## config.mk

```make
export PLATFORM = sky130hd
export DESIGN_NAME = prc_ctrl_regs
export DESIGN_NICKNAME = d
export VERILOG_FILES = /design/src/rtl/prc_pkg.sv /design/src/rtl/prc_seq.sv /design/src/rtl/prc_err.sv /design/src/rtl/prc_ctrl_regs.sv
export SDC_FILE = /design/constraint.sdc
export NUM_CORES = 1
export LEC_CHECK = 0
export CELL_PAD_IN_SITES_DETAIL_PLACEMENT = 0
export CELL_PAD_IN_SITES_GLOBAL_PLACEMENT = 1
export CORE_ASPECT_RATIO = 0.5
export CORE_MARGIN = 2
export CORE_UTILIZATION = 31
export CTS_BUF_LIST = sky130_fd_sc_hd__clkbuf_8
export DETAILED_ROUTE_END_ITERATION = 8
export PLACE_DENSITY_LB_ADDON = 0.1
export SYNTH_ARGS = -nofsm -noshare
export SYNTH_HDL_FRONTEND = slang
export SYNTH_HIERARCHICAL = 1
export SYNTH_SLANG_ARGS = --single-unit
```

## constraint.sdc

```tcl
create_clock -name clk -period 5.2 [get_ports clk]
set_input_delay 1.56 -clock clk [delete_from_list [all_inputs] [get_ports clk]]
set_output_delay 1.56 -clock clk [all_outputs]
set_load 0.02 [all_outputs]
```

## src/rtl/prc_pkg.sv

```systemverilog
package prc_pkg;
  localparam int BUS_W    = 64;
  localparam int ADDR_W   = 8;
  localparam int REGION_W = 3;
  localparam int ERR_N    = 5;

  localparam logic [ADDR_W-1:0] OFS_HDR  = 8'h00;
  localparam logic [ADDR_W-1:0] OFS_CTRL = 8'h08;
  localparam logic [ADDR_W-1:0] OFS_STAT = 8'h10;
  localparam logic [ADDR_W-1:0] OFS_DATA = 8'h18;
  localparam logic [ADDR_W-1:0] OFS_ERR  = 8'h20;
  localparam logic [ADDR_W-1:0] OFS_IDLO = 8'hA8;
  localparam logic [ADDR_W-1:0] OFS_IDHI = 8'hB0;

  localparam int CB_RST  = 0;
  localparam int CB_ACK  = 4;
  localparam int CB_RGN  = 7;
  localparam int CB_GO   = 12;
  localparam int CB_DONE = 13;

  localparam int SB_BUSY  = 16;
  localparam int SB_PHASE = 20;
  localparam int SB_HOST  = 24;

  localparam int EB_PROTO = 3;

  typedef enum logic [2:0] {
    PH_IDLE  = 3'd0,
    PH_RST   = 3'd1,
    PH_RUN   = 3'd2,
    PH_DRAIN = 3'd3,
    PH_FIN   = 3'd4
  } prc_phase_e;
endpackage

```

## src/rtl/prc_seq.sv

```systemverilog
module prc_seq
  import prc_pkg::*;
#(
  parameter int REGION_W_P = 3,
  parameter int PUSH_W     = 32,
  parameter int FIN_LAT    = 4
) (
  input  logic                  clk,
  input  logic                  rst,
  input  logic                  ctl_wr,
  input  logic                  ctl_rst_bit,
  input  logic [REGION_W_P-1:0] ctl_region,
  input  logic                  ctl_go_bit,
  input  logic                  ctl_done_bit,
  input  logic                  dat_wr,
  input  logic [PUSH_W-1:0]     dat_in,
  input  logic                  q_empty,
  output logic                  rst_req,
  output logic                  rst_ack,
  output logic [REGION_W_P-1:0] region,
  output logic                  sess_go,
  output logic                  sess_done,
  output prc_phase_e            phase,
  output logic                  q_start,
  output logic                  q_complete,
  output logic                  q_abort,
  output logic                  q_push,
  output logic [PUSH_W-1:0]     q_data,
  output logic                  proto_err
);
  localparam int CW = (FIN_LAT > 1) ? $clog2(FIN_LAT) : 1;
  localparam logic [CW-1:0] CNT_LOAD = CW'(FIN_LAT - 1);

  logic [CW-1:0] fin_cnt;
  logic          accepting;

  assign accepting = (phase == PH_RUN) && !rst_req;

  always_ff @(posedge clk) begin
    if (rst) begin
      rst_req    <= 1'b0;
      rst_ack    <= 1'b0;
      region     <= '0;
      sess_go    <= 1'b0;
      sess_done  <= 1'b0;
      phase      <= PH_IDLE;
      fin_cnt    <= '0;
      q_start    <= 1'b0;
      q_complete <= 1'b0;
      q_abort    <= 1'b0;
      q_push     <= 1'b0;
      q_data     <= '0;
      proto_err  <= 1'b0;
    end else begin
      q_start    <= 1'b0;
      q_complete <= 1'b0;
      q_abort    <= 1'b0;
      q_push     <= 1'b0;
      proto_err  <= dat_wr && !accepting;
      rst_ack    <= rst_req;
      if (ctl_wr) begin
        rst_req <= ctl_rst_bit;
        region  <= ctl_region;
        q_abort <= ctl_rst_bit && !rst_req;
      end
      if (rst_req) begin
        phase     <= PH_RST;
        sess_go   <= 1'b0;
        sess_done <= 1'b0;
      end else begin
        unique case (phase)
          PH_IDLE, PH_RST: begin
            phase <= PH_IDLE;
            if (ctl_wr) begin
              if (ctl_go_bit && !ctl_rst_bit) begin
                sess_go <= 1'b1;
                phase   <= PH_RUN;
                q_start <= 1'b1;
              end else if (ctl_done_bit) begin
                proto_err <= 1'b1;
              end
            end
          end
          PH_RUN: begin
            if (dat_wr) begin
              q_push <= 1'b1;
              q_data <= dat_in;
            end
            if (ctl_wr && ctl_done_bit && !ctl_rst_bit) begin
              sess_done  <= 1'b1;
              phase      <= PH_DRAIN;
              q_complete <= 1'b1;
            end
          end
          PH_DRAIN: begin
            if (q_empty) begin
              phase   <= PH_FIN;
              fin_cnt <= CNT_LOAD;
            end
          end
          PH_FIN: begin
            if (fin_cnt == '0) begin
              phase     <= PH_IDLE;
              sess_go   <= 1'b0;
              sess_done <= 1'b0;
            end else begin
              fin_cnt <= fin_cnt - 1'b1;
            end
          end
          default: phase <= PH_IDLE;
        endcase
      end
    end
  end
endmodule

```

## src/rtl/prc_err.sv

```systemverilog
module prc_err #(
  parameter int N = 5
) (
  input  logic         clk,
  input  logic         rst,
  input  logic [N-1:0] set_vec,
  input  logic         clr_wr,
  input  logic [N-1:0] clr_vec,
  output logic [N-1:0] flags
);
  logic [N-1:0] clr_mask;

  assign clr_mask = clr_wr ? clr_vec : '0;

  for (genvar i = 0; i < N; i++) begin : g_flag
    always_ff @(posedge clk) begin
      if (rst) begin
        flags[i] <= 1'b0;
      end else if (set_vec[i]) begin
        flags[i] <= 1'b1;
      end else if (clr_mask[i]) begin
        flags[i] <= 1'b0;
      end
    end
  end
endmodule

```

## src/rtl/prc_ctrl_regs.sv

```systemverilog
module prc_ctrl_regs
  import prc_pkg::*;
#(
  parameter int          PUSH_W  = 32,
  parameter int          FIN_LAT = 4,
  parameter logic [63:0] HDR_VAL = 64'h1000_0000_0000_0005,
  parameter logic [63:0] ID_LO   = 64'h0123_4567_89AB_CDEF,
  parameter logic [63:0] ID_HI   = 64'hFEDC_BA98_7654_3210
) (
  input  logic              clk,
  input  logic              rst,
  input  logic              bus_wr,
  input  logic              bus_rd,
  input  logic [7:0]        bus_addr,
  input  logic [63:0]       bus_wdata,
  output logic [63:0]       bus_rdata,
  output logic              q_start,
  output logic              q_complete,
  output logic              q_abort,
  output logic              q_push,
  output logic [PUSH_W-1:0] q_data,
  input  logic              q_empty,
  input  logic              ev_op_err,
  input  logic              ev_crc_err,
  input  logic              ev_incompat,
  input  logic              ev_overflow
);
  logic                wr_ctrl, wr_data, wr_err;
  logic                rst_req, rst_ack, sess_go, sess_done, proto_err;
  logic [REGION_W-1:0] region;
  prc_phase_e          phase;
  logic [ERR_N-1:0]    err_flags, err_set;
  logic [BUS_W-1:0]    ctrl_view, stat_view;
  logic                unused_wbits;

  assign wr_ctrl = bus_wr && (bus_addr == OFS_CTRL);
  assign wr_data = bus_wr && (bus_addr == OFS_DATA);
  assign wr_err  = bus_wr && (bus_addr == OFS_ERR);
  assign unused_wbits = ^bus_wdata;

  prc_seq #(
    .REGION_W_P (REGION_W),
    .PUSH_W     (PUSH_W),
    .FIN_LAT    (FIN_LAT)
  ) u_seq (
    .clk          (clk),
    .rst          (rst),
    .ctl_wr       (wr_ctrl),
    .ctl_rst_bit  (bus_wdata[CB_RST]),
    .ctl_region   (bus_wdata[CB_RGN +: REGION_W]),
    .ctl_go_bit   (bus_wdata[CB_GO]),
    .ctl_done_bit (bus_wdata[CB_DONE]),
    .dat_wr       (wr_data),
    .dat_in       (bus_wdata[PUSH_W-1:0]),
    .q_empty      (q_empty),
    .rst_req      (rst_req),
    .rst_ack      (rst_ack),
    .region       (region),
    .sess_go      (sess_go),
    .sess_done    (sess_done),
    .phase        (phase),
    .q_start      (q_start),
    .q_complete   (q_complete),
    .q_abort      (q_abort),
    .q_push       (q_push),
    .q_data       (q_data),
    .proto_err    (proto_err)
  );

  always_comb begin
    err_set           = '0;
    err_set[0]        = ev_op_err;
    err_set[1]        = ev_crc_err;
    err_set[2]        = ev_incompat;
    err_set[EB_PROTO] = proto_err;
    err_set[4]        = ev_overflow;
  end

  prc_err #(.N(ERR_N)) u_err (
    .clk     (clk),
    .rst     (rst),
    .set_vec (err_set),
    .clr_wr  (wr_err),
    .clr_vec (bus_wdata[ERR_N-1:0]),
    .flags   (err_flags)
  );

  always_comb begin
    ctrl_view                      = '0;
    ctrl_view[CB_RST]              = rst_req;
    ctrl_view[CB_ACK]              = rst_ack;
    ctrl_view[CB_RGN +: REGION_W]  = region;
    ctrl_view[CB_GO]               = sess_go;
    ctrl_view[CB_DONE]             = sess_done;
    stat_view                      = '0;
    stat_view[SB_BUSY]             = sess_go;
    stat_view[SB_PHASE +: 3]       = phase;
    stat_view[SB_HOST +: 4]        = {rst_req, rst_ack, sess_go, sess_done};
  end

  always_ff @(posedge clk) begin
    if (rst) begin
      bus_rdata <= '0;
    end else if (bus_rd) begin
      unique case (bus_addr)
        OFS_HDR:  bus_rdata <= HDR_VAL;
        OFS_CTRL: bus_rdata <= ctrl_view;
        OFS_STAT: bus_rdata <= stat_view;
        OFS_ERR:  bus_rdata <= BUS_W'(err_flags);
        OFS_IDLO: bus_rdata <= ID_LO;
        OFS_IDHI: bus_rdata <= ID_HI;
        default:  bus_rdata <= '0;
      endcase
    end
  end
endmodule

```

Word-level counts from Yosys, hierarchy flattened
Cells that the tools add are included.
Operators by class
  add/subtract/negate cells: 1
  equal/unequal tests: 19
  multiplexer cells: 36
  bitwise logic cells: 4
  reductions and logical operators: 34
Operators with widths (count)
  $pmux 64 s6: 1
  $mux 1: 23
  $eq 8x5->1 const B: 2
  $eq 8x8->1 const B: 2
  $reduce_bool 2->1: 8
  $mux 3: 4
  $pmux 3 s4: 1
  $reduce_and 3->1: 4
  $logic_and 1x1->1: 9
  $eq 8x4->1 const B: 1
  $eq 8x6->1 const B: 1
  $logic_not 8->1: 1
  $reduce_and 4->1: 2
  $eq 3x2->1 const B: 2
  $mux 2: 3
  $ne 2x1->1 const B: 3
  $ne 2x2->1 const B: 3
  $ne 3x2->1 const B: 2
  $reduce_or 2->1: 3
  $mux 5: 1
  $not 1->1: 4
  $pmux 1 s2: 2
  $pmux 2 s2: 1
  $reduce_or 4->1: 1
  8 further kinds: 10
Storage, ports and cells
  register bits after elaboration: 118
  bits of input ports: 81
  word-level logic and storage cells: 114

Logic depth before layout (Yosys ltp)
  depth in word-level cells: 9
  depth in mapped cells: 10

Modules after synthesis
Netlist, hierarchy kept.
Modules (own cells, without submodules)
  prc_seq: times used 1, cells each 218, area an instance 1898.1 um^2
  prc_ctrl_regs: times used 1, cells each 164, area an instance 1372.6 um^2
  prc_err: times used 1, cells each 20, area an instance 181.4 um^2

Worst setup path before layout
Ideal clock, no wire load.
  kind: input port to flip-flop
  from: input bus_addr[7]
  to: register u_seq.q_data[18]
  library setup time: 0.132 ns
  arrival time: 3.014 ns
  required time: 5.068 ns
  path slack: 2.053 ns
  stages: 10
  path buffers: 4
  path through: buf_2 nor3_2 buf_2 nand2_1 nor2_1 clkbuf_1 inv_1 clkbuf_1 o21ai_0 a21oi_1
Between the ends
  word-level cells in the longest chain between the ends: 3
RTL lines
  from (decl): RTL line prc_ctrl_regs.sv:14  | input logic [7:0] bus_addr,
  $eq 8x5->1: RTL line prc_ctrl_regs.sv:37  | assign wr_data = bus_wr && (bus_addr == OFS_DATA);
  $logic_and 1x1->1: RTL line prc_ctrl_regs.sv:37
  via wr_data: RTL line prc_ctrl_regs.sv:28  | logic wr_ctrl, wr_data, wr_err;
  $reduce_and 3->1 (no line)
  to (signal assigned): RTL line prc_seq.sv:87  | q_data <= dat_in;
  to (decl): RTL line prc_seq.sv:28  | output logic [PUSH_W-1:0] q_data,
The timed path passes the listed nets, and every way through them passes these cells.
A chain may end at the register's enable or synchronous reset.

Worst setup path after layout
  from: input bus_addr[5]
  to: register u_seq.q_data[17]
Same word-level chain as after synthesis.

==> results.md <==
- Internal power: 0.9427 mW
- Initial antenna violation count: 0
- Gr usage total: 16.22%
- Vias in the first global route: 3016
- Final Skew: 7.363 ps
- Ports: 181
- WS Path Type: primary input to register
- Status: completed
- Synth area leaders: dfxtp_1 (43%), buf_4 (9.6%), a21oi_1 (6.5%)
- HPWL after DPL: 6569 um
- Number of I/O port buffers: around 150
- Core area: 10910 um^2
- Maximum capacitance violations: 0
- Logic pwr share: under 10%
- Placed inst area: approximately 4700 um^2
- P&R area growth vs syn: 42.95%
- Num CTS Buffers: 9
- Synth unique cells: 47
- Final Hold Slack: 460.7 ps
- Clock Sinks: 75
- Share of synthesized flip-flops with an asynchronous set or reset: 0%
- Initial core utilization: a little under a third
- Fin util: 45.22%
- Hold-fix buffers at CTS: 0
- Syn nets: 484
- Most common cell after layout, fill and taps aside: clkdlybuf4s50_1
- Layout fillers: around 1100
- DIE AREA: 12050 um^2
- Total power: approximately 1.2 mW
- PwrDens: 242.9 nW/um^2
- CP Data Required Time: 5470 ps
- Design area: 4935 um^2
- Worst vdd rail ir drop: 95.93 uV
- Via density: just under 5
- Routed vias: 3140
- Area of the multi-input gates: 1428 um^2
- Clock Tree Buf Depth: 2
- Avg Cell Area, Syn: between 8 and 9 um^2
- Pleak: 1.661 nW
- Post-DRT Antenna Nets: 0
- DRT iter0 DRCs: approximately 160
- Largest net degree at the start of global routing: 56
- Layout Cells excl Fill: 644
- Slew margin rel.: 21.96%
- Cell area after synthesis: between 3000 and 4000 um^2
- Die height: 78.62 um
- Hold path depth: 2
- Final GP Congestion: 0.7019
- First-pass GRT wire length: 15600 um
- Startpoint Class: primary input
- Slew @ Worst Pin: 1166 ps
- Number of synthesized flops with an enable pin: 0
- Flop-to-flop setup slack: around 3500 ps
- Final Worst Setup Slack: 1652 ps
- Synth area leader: dfxtp_1
- Final WL: 9794 um
- Synth Flop Type: dfxtp_1
- Most frequent cells in the layout: clkdlybuf4s50_1 (147), dfxtp_1 (75), a21oi_1 (45)
- Worst R2R Path Depth: 4
- CTS H-Tree Depth: 3
- Post-synth top area share: 43.49%
- Final min period: 3548 ps
- Hold Path End: bus_rdata[26]
- Seq cells post-synth: 75
- Setup TNS: 0 ps
- Worst hold path class: register to register
- Setup-failing EPs final: 0
- Worst reg2reg path startpoint: u_seq/phase[1]
- Synthesis Warnings: 6
- Cts repair resizes: 0
- TritonCTS clock tree: yes
- Fmax: 281.8 MHz
- Gr ovfl total: 0
- Postcts setup bufs: 0
- R2r endpoint: u_seq/q_data[17]
- Residual DRC: 0
- Placed Cells incl. Taps: around 630
- Clock latency on the worst-skew pair: 350 ps
- # nets final: 576
- Synth Instances: 402
- Row cnt: 27
- Arr. time, crit path: approximately 3800 ps
- Slew Viols, Final: 0
- First-pass DRT Iterations: 4
- Crit end category: register
- Reg power frac: roughly half
- Switching Share: between 20% and 30%
- Seq/Total Area, Yosys: between 40% and 50%
- Fin. Hold Viols: 0
- Flip-flop and latch area: 1501 um^2
- RSZ-0062 raised after global routing: no
- Sw power: 0.2558 mW
- Antenna cells: 0
- CP Max Fanout: 33
- CTS root buf: clkbuf_8
- Worst slack, placed: 1286 ps
- Clk slew on worst S/H paths: 80 ps
- Die width: 153.2 um
- Hold Startpoint: bus_rdata[26]
- DR WL/cell: 15.21 um
- Layout cell share with drive strength beyond 1: 6.814%
- Clk network pwr share: 45.1%
- Final period util: 68.24%
==> layout make-up <==
cell class	count	share of cell area (%)
timing repair buffer	154	30.83
sequential	75	30.43
multi-input combinational	239	28.93
tap	145	3.676
clock buffer	13	3.626
clock inverter	3	1.369
inverter	15	1.141
==> Yosys cell counts, types with 3 or more instances <==
library cell,n
dfxtp_1,75
a22o_1,11
and3_1,3
buf_2,7
nor2_1,23
buf_6,4
clkbuf_1,16
o21ai_1,28
mux2i_1,4
inv_1,15
nor2b_1,4
nand4_1,3
buf_4,44
nand3_1,41
o21ai_0,19
a21oi_1,45
a311oi_1,7
nand2_1,12
nand2b_1,3
==> kinds of logic after synthesis <==
family / share of synthesized area, %
compound gates: 21.35
simple gates: 17.83
buf+inv: 15.48
flops: 43.49
mux: 1.486
fa+ha+maj: 0.3624
==> metal layers <==
metal	part of all wire, %	routed length (um)	track usage (%)
met1	48	4680	20.88
met2	43	4192	25.45
met3	8.7	856	6.074
met4	0.65	64	4.722
met5	0	0	0
==> registers in the layout, indices dropped and copies added (netlist names) <==
name              cells
bus_rdata            21
u_err/flags           5
u_seq/fin_cnt         2
u_seq/phase           3
u_seq/proto_err       1
u_seq/q_abort         1
u_seq/q_complete      1
u_seq/q_data         32
u_seq/q_push          1
u_seq/q_start         1
u_seq/region          3
u_seq/rst_ack         1
u_seq/rst_req         1
u_seq/sess_done       1
u_seq/sess_go         1
==> critical path: stages <==
cell             delay, ps
clkdlybuf4s50_1        630
nor3_2                  80
buf_4                  190
nand2_1                 90
nor2_2                  50
inv_1                  800
o21ai_0                220
a21oi_1                170
==> worst max-delay path by stage <==
stage | start | endpoint | cells past startpoint
floorplan | bus_addr[7] | u_seq/q_data[18] | 10
global placement | bus_addr[7] | u_seq/q_data[18] | 8
detailed placement | bus_addr[7] | u_seq/q_data[16] | 8
CTS | bus_addr[7] | u_seq/q_data[16] | 8
global route | bus_addr[7] | u_seq/q_data[18] | 8
finish | bus_addr[5] | u_seq/q_data[17] | 8
==> power groups by stage <==
stage               clock, mW  sequential, mW  combinational (mW)
floorplan                   0           0.593              0.0285
global placement            0           0.592              0.0800
detailed placement          0           0.593              0.0801
CTS                     0.562           0.579              0.0802
global route            0.582           0.579              0.0862
finish                  0.540           0.579              0.0795
Power figures use the tool's default switching activity.
